<file path="config.mk">
export PLATFORM = sky130hd
export DESIGN_NAME = and_or_interconnect
export DESIGN_NICKNAME = d
export VERILOG_FILES = /design/src/rtl/ic_pkg.sv /design/src/rtl/page_decoder.sv /design/src/rtl/and_or_combiner.sv /design/src/rtl/select_monitor.sv /design/src/rtl/and_or_interconnect.sv
export SDC_FILE = /design/constraint.sdc
export NUM_CORES = 1
export LEC_CHECK = 0
export ABC_AREA = 1
export BUFFER_PORTS_ARGS = -buffer_cell sky130_fd_sc_hd__buf_4
export CAP_MARGIN = 0
export CORE_AREA = 2 2 260 262
export DETAILED_ROUTE_END_ITERATION = 12
export DIE_AREA = 0 0 262 264
export PLACE_DENSITY_LB_ADDON = 0.25
export REMOVE_ABC_BUFFERS = 1
export SETUP_SLACK_MARGIN = 0.3
export SLEW_MARGIN = 20
export SYNTH_ARGS = -nofsm -noshare
export SYNTH_HDL_FRONTEND = slang
export SYNTH_SLANG_ARGS = --single-unit
</file>
<file path="constraint.sdc">
create_clock -name vclk -period 6.3
set_input_delay 0 -clock vclk [all_inputs]
set_output_delay 0 -clock vclk [all_outputs]
set_load 0.02 [all_outputs]
</file>
<file path="src/rtl/ic_pkg.sv">
package ic_pkg;

    typedef enum logic [1:0] {
        SEL_IDLE,
        SEL_ONE,
        SEL_NONE,
        SEL_MANY
    } sel_kind_e;

    function automatic sel_kind_e classify(input logic valid, input int unsigned hits);
        if (!valid)
            return SEL_IDLE;
        else if (hits == 0)
            return SEL_NONE;
        else if (hits == 1)
            return SEL_ONE;
        else
            return SEL_MANY;
    endfunction

endpackage

</file>
<file path="src/rtl/page_decoder.sv">
module page_decoder #(
    parameter int unsigned TAG_W       = 10,
    parameter int unsigned SLOTS       = 16,
    parameter bit          USE_TABLE   = 1'b0,
    parameter int unsigned PAGE_ORIGIN = 32,
    parameter logic [SLOTS*TAG_W-1:0] SLOT_PAGE = '0
) (
    input  logic [TAG_W-1:0] page_in,
    output logic [SLOTS-1:0] hit
);

    for (genvar i = 0; i < SLOTS; i++) begin : g_slot
        if (USE_TABLE) begin : g_table
            localparam logic [TAG_W-1:0] PAGE_I = SLOT_PAGE[i*TAG_W +: TAG_W];
            assign hit[i] = (page_in == PAGE_I);
        end else begin : g_arith
            localparam logic [TAG_W-1:0] PAGE_I = TAG_W'(PAGE_ORIGIN + i);
            assign hit[i] = (page_in == PAGE_I);
        end
    end

endmodule

</file>
<file path="src/rtl/and_or_combiner.sv">
module and_or_combiner #(
    parameter int unsigned SLOTS  = 16,
    parameter int unsigned DATA_W = 32
) (
    input  logic [SLOTS-1:0]        gate_en,
    input  logic [SLOTS*DATA_W-1:0] words,
    output logic [DATA_W-1:0]       merged
);

    logic [SLOTS:0][DATA_W-1:0] chain;

    assign chain[0] = '0;

    for (genvar i = 0; i < SLOTS; i++) begin : g_gate
        logic [DATA_W-1:0] gated;
        assign gated        = words[i*DATA_W +: DATA_W] & {DATA_W{gate_en[i]}};
        assign chain[i + 1] = chain[i] | gated;
    end

    assign merged = chain[SLOTS];

endmodule

</file>
<file path="src/rtl/select_monitor.sv">
module select_monitor #(
    parameter int unsigned SLOTS = 16
) (
    input  logic             valid,
    input  logic [SLOTS-1:0] en_vec,
    output logic             none_hit,
    output logic             many_hit,
    output logic             not_onehot
);
    import ic_pkg::*;

    int unsigned hits;
    sel_kind_e   kind;

    always_comb begin
        hits = unsigned'($countones(en_vec));
        kind = classify(valid, hits);
    end

    always_comb begin
        none_hit   = 1'b0;
        many_hit   = 1'b0;
        not_onehot = 1'b0;
        unique case (kind)
            SEL_IDLE: ;
            SEL_ONE:  ;
            SEL_NONE: begin
                none_hit   = 1'b1;
                not_onehot = 1'b1;
            end
            SEL_MANY: begin
                many_hit   = 1'b1;
                not_onehot = 1'b1;
            end
            default: ;
        endcase
    end

endmodule

</file>
<file path="src/rtl/and_or_interconnect.sv">
module and_or_interconnect #(
    parameter int unsigned DATA_W      = 32,
    parameter int unsigned ADDR_W      = 22,
    parameter int unsigned PAGE_BITS   = 12,
    parameter int unsigned SLOTS       = 16,
    parameter bit          USE_TABLE   = 1'b0,
    parameter int unsigned PAGE_ORIGIN = 32,
    parameter logic [SLOTS*(ADDR_W-PAGE_BITS)-1:0] SLOT_PAGE = '0
) (
    input  logic                    bus_valid,
    input  logic [ADDR_W-1:0]       bus_addr,
    input  logic                    bus_we,
    input  logic [DATA_W-1:0]       bus_wdata,
    output logic [DATA_W-1:0]       bus_rdata,
    output logic [SLOTS-1:0]        slot_en,
    output logic [ADDR_W-1:0]       slot_addr,
    output logic                    slot_we,
    output logic [DATA_W-1:0]       slot_wdata,
    input  logic [SLOTS*DATA_W-1:0] slot_rdata,
    output logic                    miss_err,
    output logic                    multi_err,
    output logic                    sel_bad
);

    localparam int unsigned TAG_W = ADDR_W - PAGE_BITS;

    logic [SLOTS-1:0] page_hit;

    page_decoder #(
        .TAG_W      (TAG_W),
        .SLOTS      (SLOTS),
        .USE_TABLE  (USE_TABLE),
        .PAGE_ORIGIN(PAGE_ORIGIN),
        .SLOT_PAGE  (SLOT_PAGE)
    ) u_decode (
        .page_in(bus_addr[ADDR_W-1:PAGE_BITS]),
        .hit    (page_hit)
    );

    assign slot_en    = page_hit & {SLOTS{bus_valid}};
    assign slot_addr  = bus_addr;
    assign slot_we    = bus_we;
    assign slot_wdata = bus_wdata;

    and_or_combiner #(
        .SLOTS (SLOTS),
        .DATA_W(DATA_W)
    ) u_return (
        .gate_en(slot_en),
        .words  (slot_rdata),
        .merged (bus_rdata)
    );

    select_monitor #(
        .SLOTS(SLOTS)
    ) u_monitor (
        .valid     (bus_valid),
        .en_vec    (slot_en),
        .none_hit  (miss_err),
        .many_hit  (multi_err),
        .not_onehot(sel_bad)
    );

endmodule

</file>
==> results_dict.tcl, run 1 <==
set metrics [dict create \
    crit_family "adder cells" \
    grtUsageTotal_pct 13.1 \
    post-cts-setup-buffer-count 0 \
    p_total_w 0.000341 \
    fin_ws_ps 1190 \
    hpwl_um 39300 \
    max_freq_mhz 196 \
    nNetsFinal 2431 \
    antenna_found_initial 4 \
    port-buffer-count 584 \
    yosysUniqueCellTypes 23 \
    drt-total-wl_um 49000 \
    muxShareOfSynthArea_pct 0 \
    path_class "input pin to primary output" \
    die-area_mm2 0.0692 \
    vias 10900 \
    vdd_drop_max_v 0.0000202 \
    synth_area_leaders "nand3_1 33%, nand2_1 18%, inv_1 13%, nand4_1 8.9%, buf_4 7.5%" \
    yosys.area.top_type "nand3_1" \
    cp.depth 20 \
    viasPerCell 4.02 \
    startpoint_type "input pin" \
    tightest_slew_ps 971 \
    rows 95 \
    yosysTopAreaCellShare_pct 33.4 \
    n_sequential_cell 0 \
    rsz0062_at_grt "no" \
    grt_max_degree 129 \
    synth-compound-area-share_pct 0.351 \
    grt_pass1_vias 10900 \
    dr.pass1.iters 5 \
    p_per_area_mw_per_mm2 29.8 \
    synthSimpleGateAreaFrac_pct 66.2 \
    switching_share_pct 36.6 \
    synth_fa_ha_area_share_pct 5.65 \
    critical_path_arrival_ps 5110 \
    crit_slowest_cell "fa_1" \
    ctsHoldBuffers 0 \
    setup_viol 0 \
    status "finished, final reports clean" \
    seq_area_frac_synth_pct 0 \
    avgSynthCellArea_um2 4.83 \
    p_int_w 0.000216 \
    drv_cap 0 \
    synth_xor_xnor_area_share_pct 0 \
    switching_power_w 0.000125 \
    route.detailed.drc 0 \
    whs_ps 0.0378 \
    endpoint "miss_err" \
    netlist_area_mm2 0.00678 \
    pwr-share-clk_pct 0 \
    die_w_um 262 \
    post_cts_resized 0 \
    critPathMaxFanout 12 \
    synth-warning-count 0 \
    slew_viol_final 0 \
    crit_path_end_kind "primary output" \
    die_height_um 264 \
    multiInputGateArea_mm2 0.00494 \
    p_comb_share_pct 100.0 \
    dpl_worst_slack_ps 1170 \
    crit_top_cell "fa_1" \
    drive_above_1_share_pct 33.8 \
    hold_violations 0 \
    nClkBuffers 0 \
    synth_top_family_by_area "simple AND/OR/NAND/NOR gates" \
    relSlewSlack_pct 35.3 \
    crit_chain "buf_4 > inv_1 > nand2_1 > nor2_4 > nand2_1 > nor2_1 > ha_1 > inv_1 > fa_1 > fa_1 > fa_1 > inv_1 > fa_1 > ha_1 > fa_1 > or2_2 > a211oi_1 > nand2_1 > nor3_1 > buf_4" \
    pin_count 674 \
    grt_first_pass_wirelength_um 68400 \
    core-area_mm2 0.0666 \
    required_ps 6300 \
    regArea_um2 0 \
    initial_utilization_pct 10.2 \
    p_leak_nw 6.25 \
    drtIter0Drc 500 \
    worstHoldStart "bus_wdata[27]" \
    synth.most_common_cell "nand3_1" \
    fillers 7893 \
    synth_commonest_cells "452 x nand3_1, 327 x nand2_1, 230 x inv_1" \
    holdCritPathClass "input pin to primary output" \
    areaGrowthSynthToFinish_pct 69.0 \
    fin_crit_sh_pct 81.1 \
    synthCells 1404 \
    gp_congestion 0.851 \
    wl_per_cell_um 18.1 \
    grt-ovfl-total 0 \
    fin_crit_ps 5110 \
    worst-path-buf-inv 5 \
    final_antenna_net_count 0 \
    critPathMaxStageDelay_ps 550 \
    p_seq_share_pct 0 \
    crit_start "bus_addr[20]" \
]
-- metal layers --
metal | vias up | wire, um | share of wire [%] | global-route usage, %
met3 | 48 | 4870 | 9.9 | 4.01
met4 | 6 | 958 | 2.0 | 2.23
li1 | 5346 | - | - | -
met2 | 509 | 23200 | 47 | 23.1
met5 | - | 195 | 0.40 | 1.85
met1 | 4983 | 19800 | 40 | 15.4
-- power by group through the flow --
stage	logic, W	clock network, W	registers, W
final	0.000341	0.0000000000212	0
after floorplan	0.0000383	0	0
after global routing	0.000364	0.0000000000212	0
after global placement	0.000340	0	0
after CTS	0.000345	0	0
after detailed placement	0.000344	0	0
-- cell type report --
class                           instances  share of cell area, %
Multi-Input combinational cell       1000                   43.1
Antenna cell                            1                 0.0218
Timing Repair Buffer                  604                   39.7
Tap cell                              873                   9.53
Inverter                              233                   7.63
-- metrics by stage --
step / cells / setup TNS, ps / utilization (%) / instance area (um2)
after floorplan: 1233 / -6860 / - / 5770
after global placement: 2710 / 0 / 17.2 / 11500
after detailed placement: 2710 / 0 / 17.2 / 11500
after CTS: 2710 / 0 / 17.2 / 11500
after global routing: 2711 / 0 / 17.2 / 11500
final: 2711 / 0 / 17.2 / 11500
-- logic make-up (layout without fill, tap and decap cells) --
group	count (synthesis)	count (layout)
compound gates	4	4
fa+ha+maj	24	24
buf+inv	404	837
other cells	0	1
simple gates	972	972
-- cell usage in the layout (no fill, tap or decap), drive strengths merged, types with 2 or more instances in the layout --
master and n:
nand3 453, nand2 329, nor3 2, fa 11, nand4 96, a21oi 2
or2 2, ha 13, buf 604, inv 233, nor2 90
-- worst min-delay path by stage --
stage / depth (start not counted) / end / slack [ps]
3_3_place_gp: 0 / slot_wdata[27] / 0.1
4_1_cts: 0 / slot_wdata[27] / 0.1
5_1_grt: 0 / slot_wdata[21] / 0.1
3_5_place_dp: 0 / slot_wdata[27] / 0.1
6_report: 0 / slot_wdata[27] / 0.04
2_1_floorplan: 0 / slot_addr[0] / 0
Power figures use the tool's default switching activity.
==> inputs of run 2 (changes only) <==
--- a/config.mk
+++ b/config.mk
@@ -5,12 +5,12 @@
 export SDC_FILE = /design/constraint.sdc
 export NUM_CORES = 1
 export LEC_CHECK = 0
-export ABC_AREA = 1
+export ABC_AREA = 0
 export BUFFER_PORTS_ARGS = -buffer_cell sky130_fd_sc_hd__buf_4
 export CAP_MARGIN = 0
-export CORE_AREA = 2 2 260 262
+export CORE_AREA = 2 2 266 268
 export DETAILED_ROUTE_END_ITERATION = 12
-export DIE_AREA = 0 0 262 264
+export DIE_AREA = 0 0 268 270
 export PLACE_DENSITY_LB_ADDON = 0.25
 export REMOVE_ABC_BUFFERS = 1
 export SETUP_SLACK_MARGIN = 0.3
==> constraint.sdc (replaced) <==
create_clock -name vclk -period 5.3
set_input_delay 0 -clock vclk [all_inputs]
set_output_delay 0 -clock vclk [all_outputs]
set_load 0.02 [all_outputs]
==> run 2 against run 1 <==
Net effect: count of clock-buffer cells in the layout stayed put; critical path depth is 1 lower; power is 91% higher; sequential share of layout area stayed put; synthesized cell count is 49% lower; die area is 4.6% higher; global-route usage is 1.1 points lower; largest cell class unchanged; synthesized area is 17% lower; critical path type unchanged; final area is 3.7% lower; combinational power is 91% higher; critical endpoint unchanged; non-clock buffer count is 37 higher.
==> results_dict.tcl, run 2 <==
set metrics [dict create \
    switching_power_w 0.000264 \
    n_sequential_cell 0 \
    die_w_um 268 \
    rsz0062_at_grt "yes" \
    synth-warning-count 0 \
    p_per_area_mw_per_mm2 59.1 \
    p_leak_nw 4.77 \
    status "finished, final reports clean" \
    critical_path_arrival_ps 4950 \
    grt_pass1_vias 8998 \
    fillers 7996 \
    rows 97 \
    viasPerCell 3.85 \
    relSlewSlack_pct 26.7 \
    initial_utilization_pct 8.05 \
    grt_max_degree 56 \
    final_antenna_net_count 0 \
    nClkBuffers 0 \
    p_int_w 0.000388 \
    synth_area_leaders "mux2i_1 16%, mux4_2 14%, a22oi_1 8.0%, nand3b_1 8.0%, buf_4 7.4%" \
    tightest_slew_ps 1100 \
    setup_viol 0 \
    avgSynthCellArea_um2 7.88 \
    antenna_found_initial 2 \
    switching_share_pct 40.5 \
    areaGrowthSynthToFinish_pct 97.1 \
    die-area_mm2 0.0724 \
    route.detailed.drc 0 \
    core-area_mm2 0.0695 \
    die_height_um 270 \
    path_class "input pin to primary output" \
    grtUsageTotal_pct 12.0 \
    ctsHoldBuffers 0 \
    post-route-util_pct 15.9 \
    vias 8267 \
    synth_commonest_cells "90 x mux2i_1, 67 x clkbuf_1, 60 x a22oi_1, 60 x nand3b_1, 60 x o22ai_1" \
    netlist_area_mm2 0.00560 \
    p_seq_share_pct 0 \
    hold_violations 0 \
    pwr-share-clk_pct 0 \
    port-buffer-count 584 \
    slew_viol_final 0 \
    crit_path_end_kind "primary output" \
    wl_per_cell_um 21.9 \
    nNetsFinal 1803 \
    fin_crit_sh_pct 93.3 \
    startpoint_type "input pin" \
    grt-ovfl-total 0 \
    gp_congestion 0.826 \
    dr.pass1.iters 5 \
    yosysUniqueCellTypes 43 \
    yosys.area.top_type "mux2i_1" \
    synthCells 711 \
    required_ps 5300 \
    critPathMaxFanout 5 \
    max_freq_mhz 202 \
    most-common-layout-cells "632 x buf_4, 90 x mux2i_1, 60 x o22ai_1, 60 x nand3b_1, 60 x a22oi_1" \
    drt-total-wl_um 47100 \
    fin_crit_ps 4950 \
    p_comb_share_pct 100.0 \
    drv_cap 0 \
    holdCritPathClass "input pin to primary output" \
    final_common_cell "buf_4" \
    grt_first_pass_wirelength_um 63200 \
    whs_ps 0.0378 \
    regArea_um2 0 \
    synth.most_common_cell "mux2i_1" \
    hpwl_um 38600 \
    drtIter0Drc 341 \
    drive_above_1_share_pct 58.9 \
    seq_area_frac_synth_pct 0 \
    yosysTopAreaCellShare_pct 16.1 \
    pin_count 674 \
    vdd_drop_max_v 0.0000202 \
    tns_ps 0 \
]
## run 2: layer usage
layer	wire [um]	track usage, %	vias to the layer above
met2	23100	21.5	502
met3	4170	3.20	65
met1	18300	13.9	3917
met5	76	0.676	-
li1	-	-	3779
met4	1420	3.38	4
## run 2: critical path, cell delays in order
cell and delay (ps):
buf_6 90, or4b_4 560, or2_4 280, buf_6 150
nor2_4 110, ha_1 150, inv_1 50, fa_1 500
fa_1 500, fa_1 490, inv_1 50, fa_1 430
ha_2 210, fa_2 350, or2_4 240, a2111oi_4 290
buf_4 180, and3b_1 170, buf_6 120
## run 2: final cells by class
cell class,count,area [um2],area share [%]
antenna,1,2.50,0.0227
timing repair buffer,641,4850,44.0
inverter,21,78.8,0.714
multi-input combinational,547,4930,44.6
tap,940,1180,10.7
## run 2: worst paths after layout
| kind | from | endpoint | cells after the start |
|---|---|---|---|
| worst max-delay path | bus_addr[19] | miss_err | 19 |
| worst min-delay path | bus_wdata[9] | slot_wdata[9] | 0 |
## run 2: timing repair
item	CTS	global route
buffers inserted	0	3
setup endpoints to repair	3	3
pin swaps	13	11
gates resized for setup	30	11
## run 2: metrics by stage
step                      instances  worst slack (ps)  power, W  instance area (um2)
after floorplan                 568              -902  0.000179                 4840
final                          2150               355  0.000653                11000
after detailed placement       2146              -415  0.000656                10900
after global placement         2146              -371  0.000651                10900
after global routing           2149               182  0.000700                11000
after CTS                      2146               267  0.000660                11000
## run 2: power groups by stage
stage | Sequential (W) | Clock (W) | Combinational [W]
final | 0 | 0.0000000000253 | 0.000653
after detailed placement | 0 | 0 | 0.000656
after global placement | 0 | 0 | 0.000651
after global routing | 0 | 0 | 0.000700
after CTS | 0 | 0 | 0.000660
after floorplan | 0 | 0 | 0.000179
## run 2: cells by family (layout without fill, tap and decap cells)
kind of cell | Yosys count | after routing | synth area share [%]
other | 0 | 1 | 0
AOI/OAI and AO/OA | 251 | 251 | 31.8
buffers and inverters | 164 | 662 | 15.1
muxes | 124 | 124 | 29.8
adders and majority gates | 24 | 24 | 6.83
and+or+nand+nor | 148 | 148 | 16.6
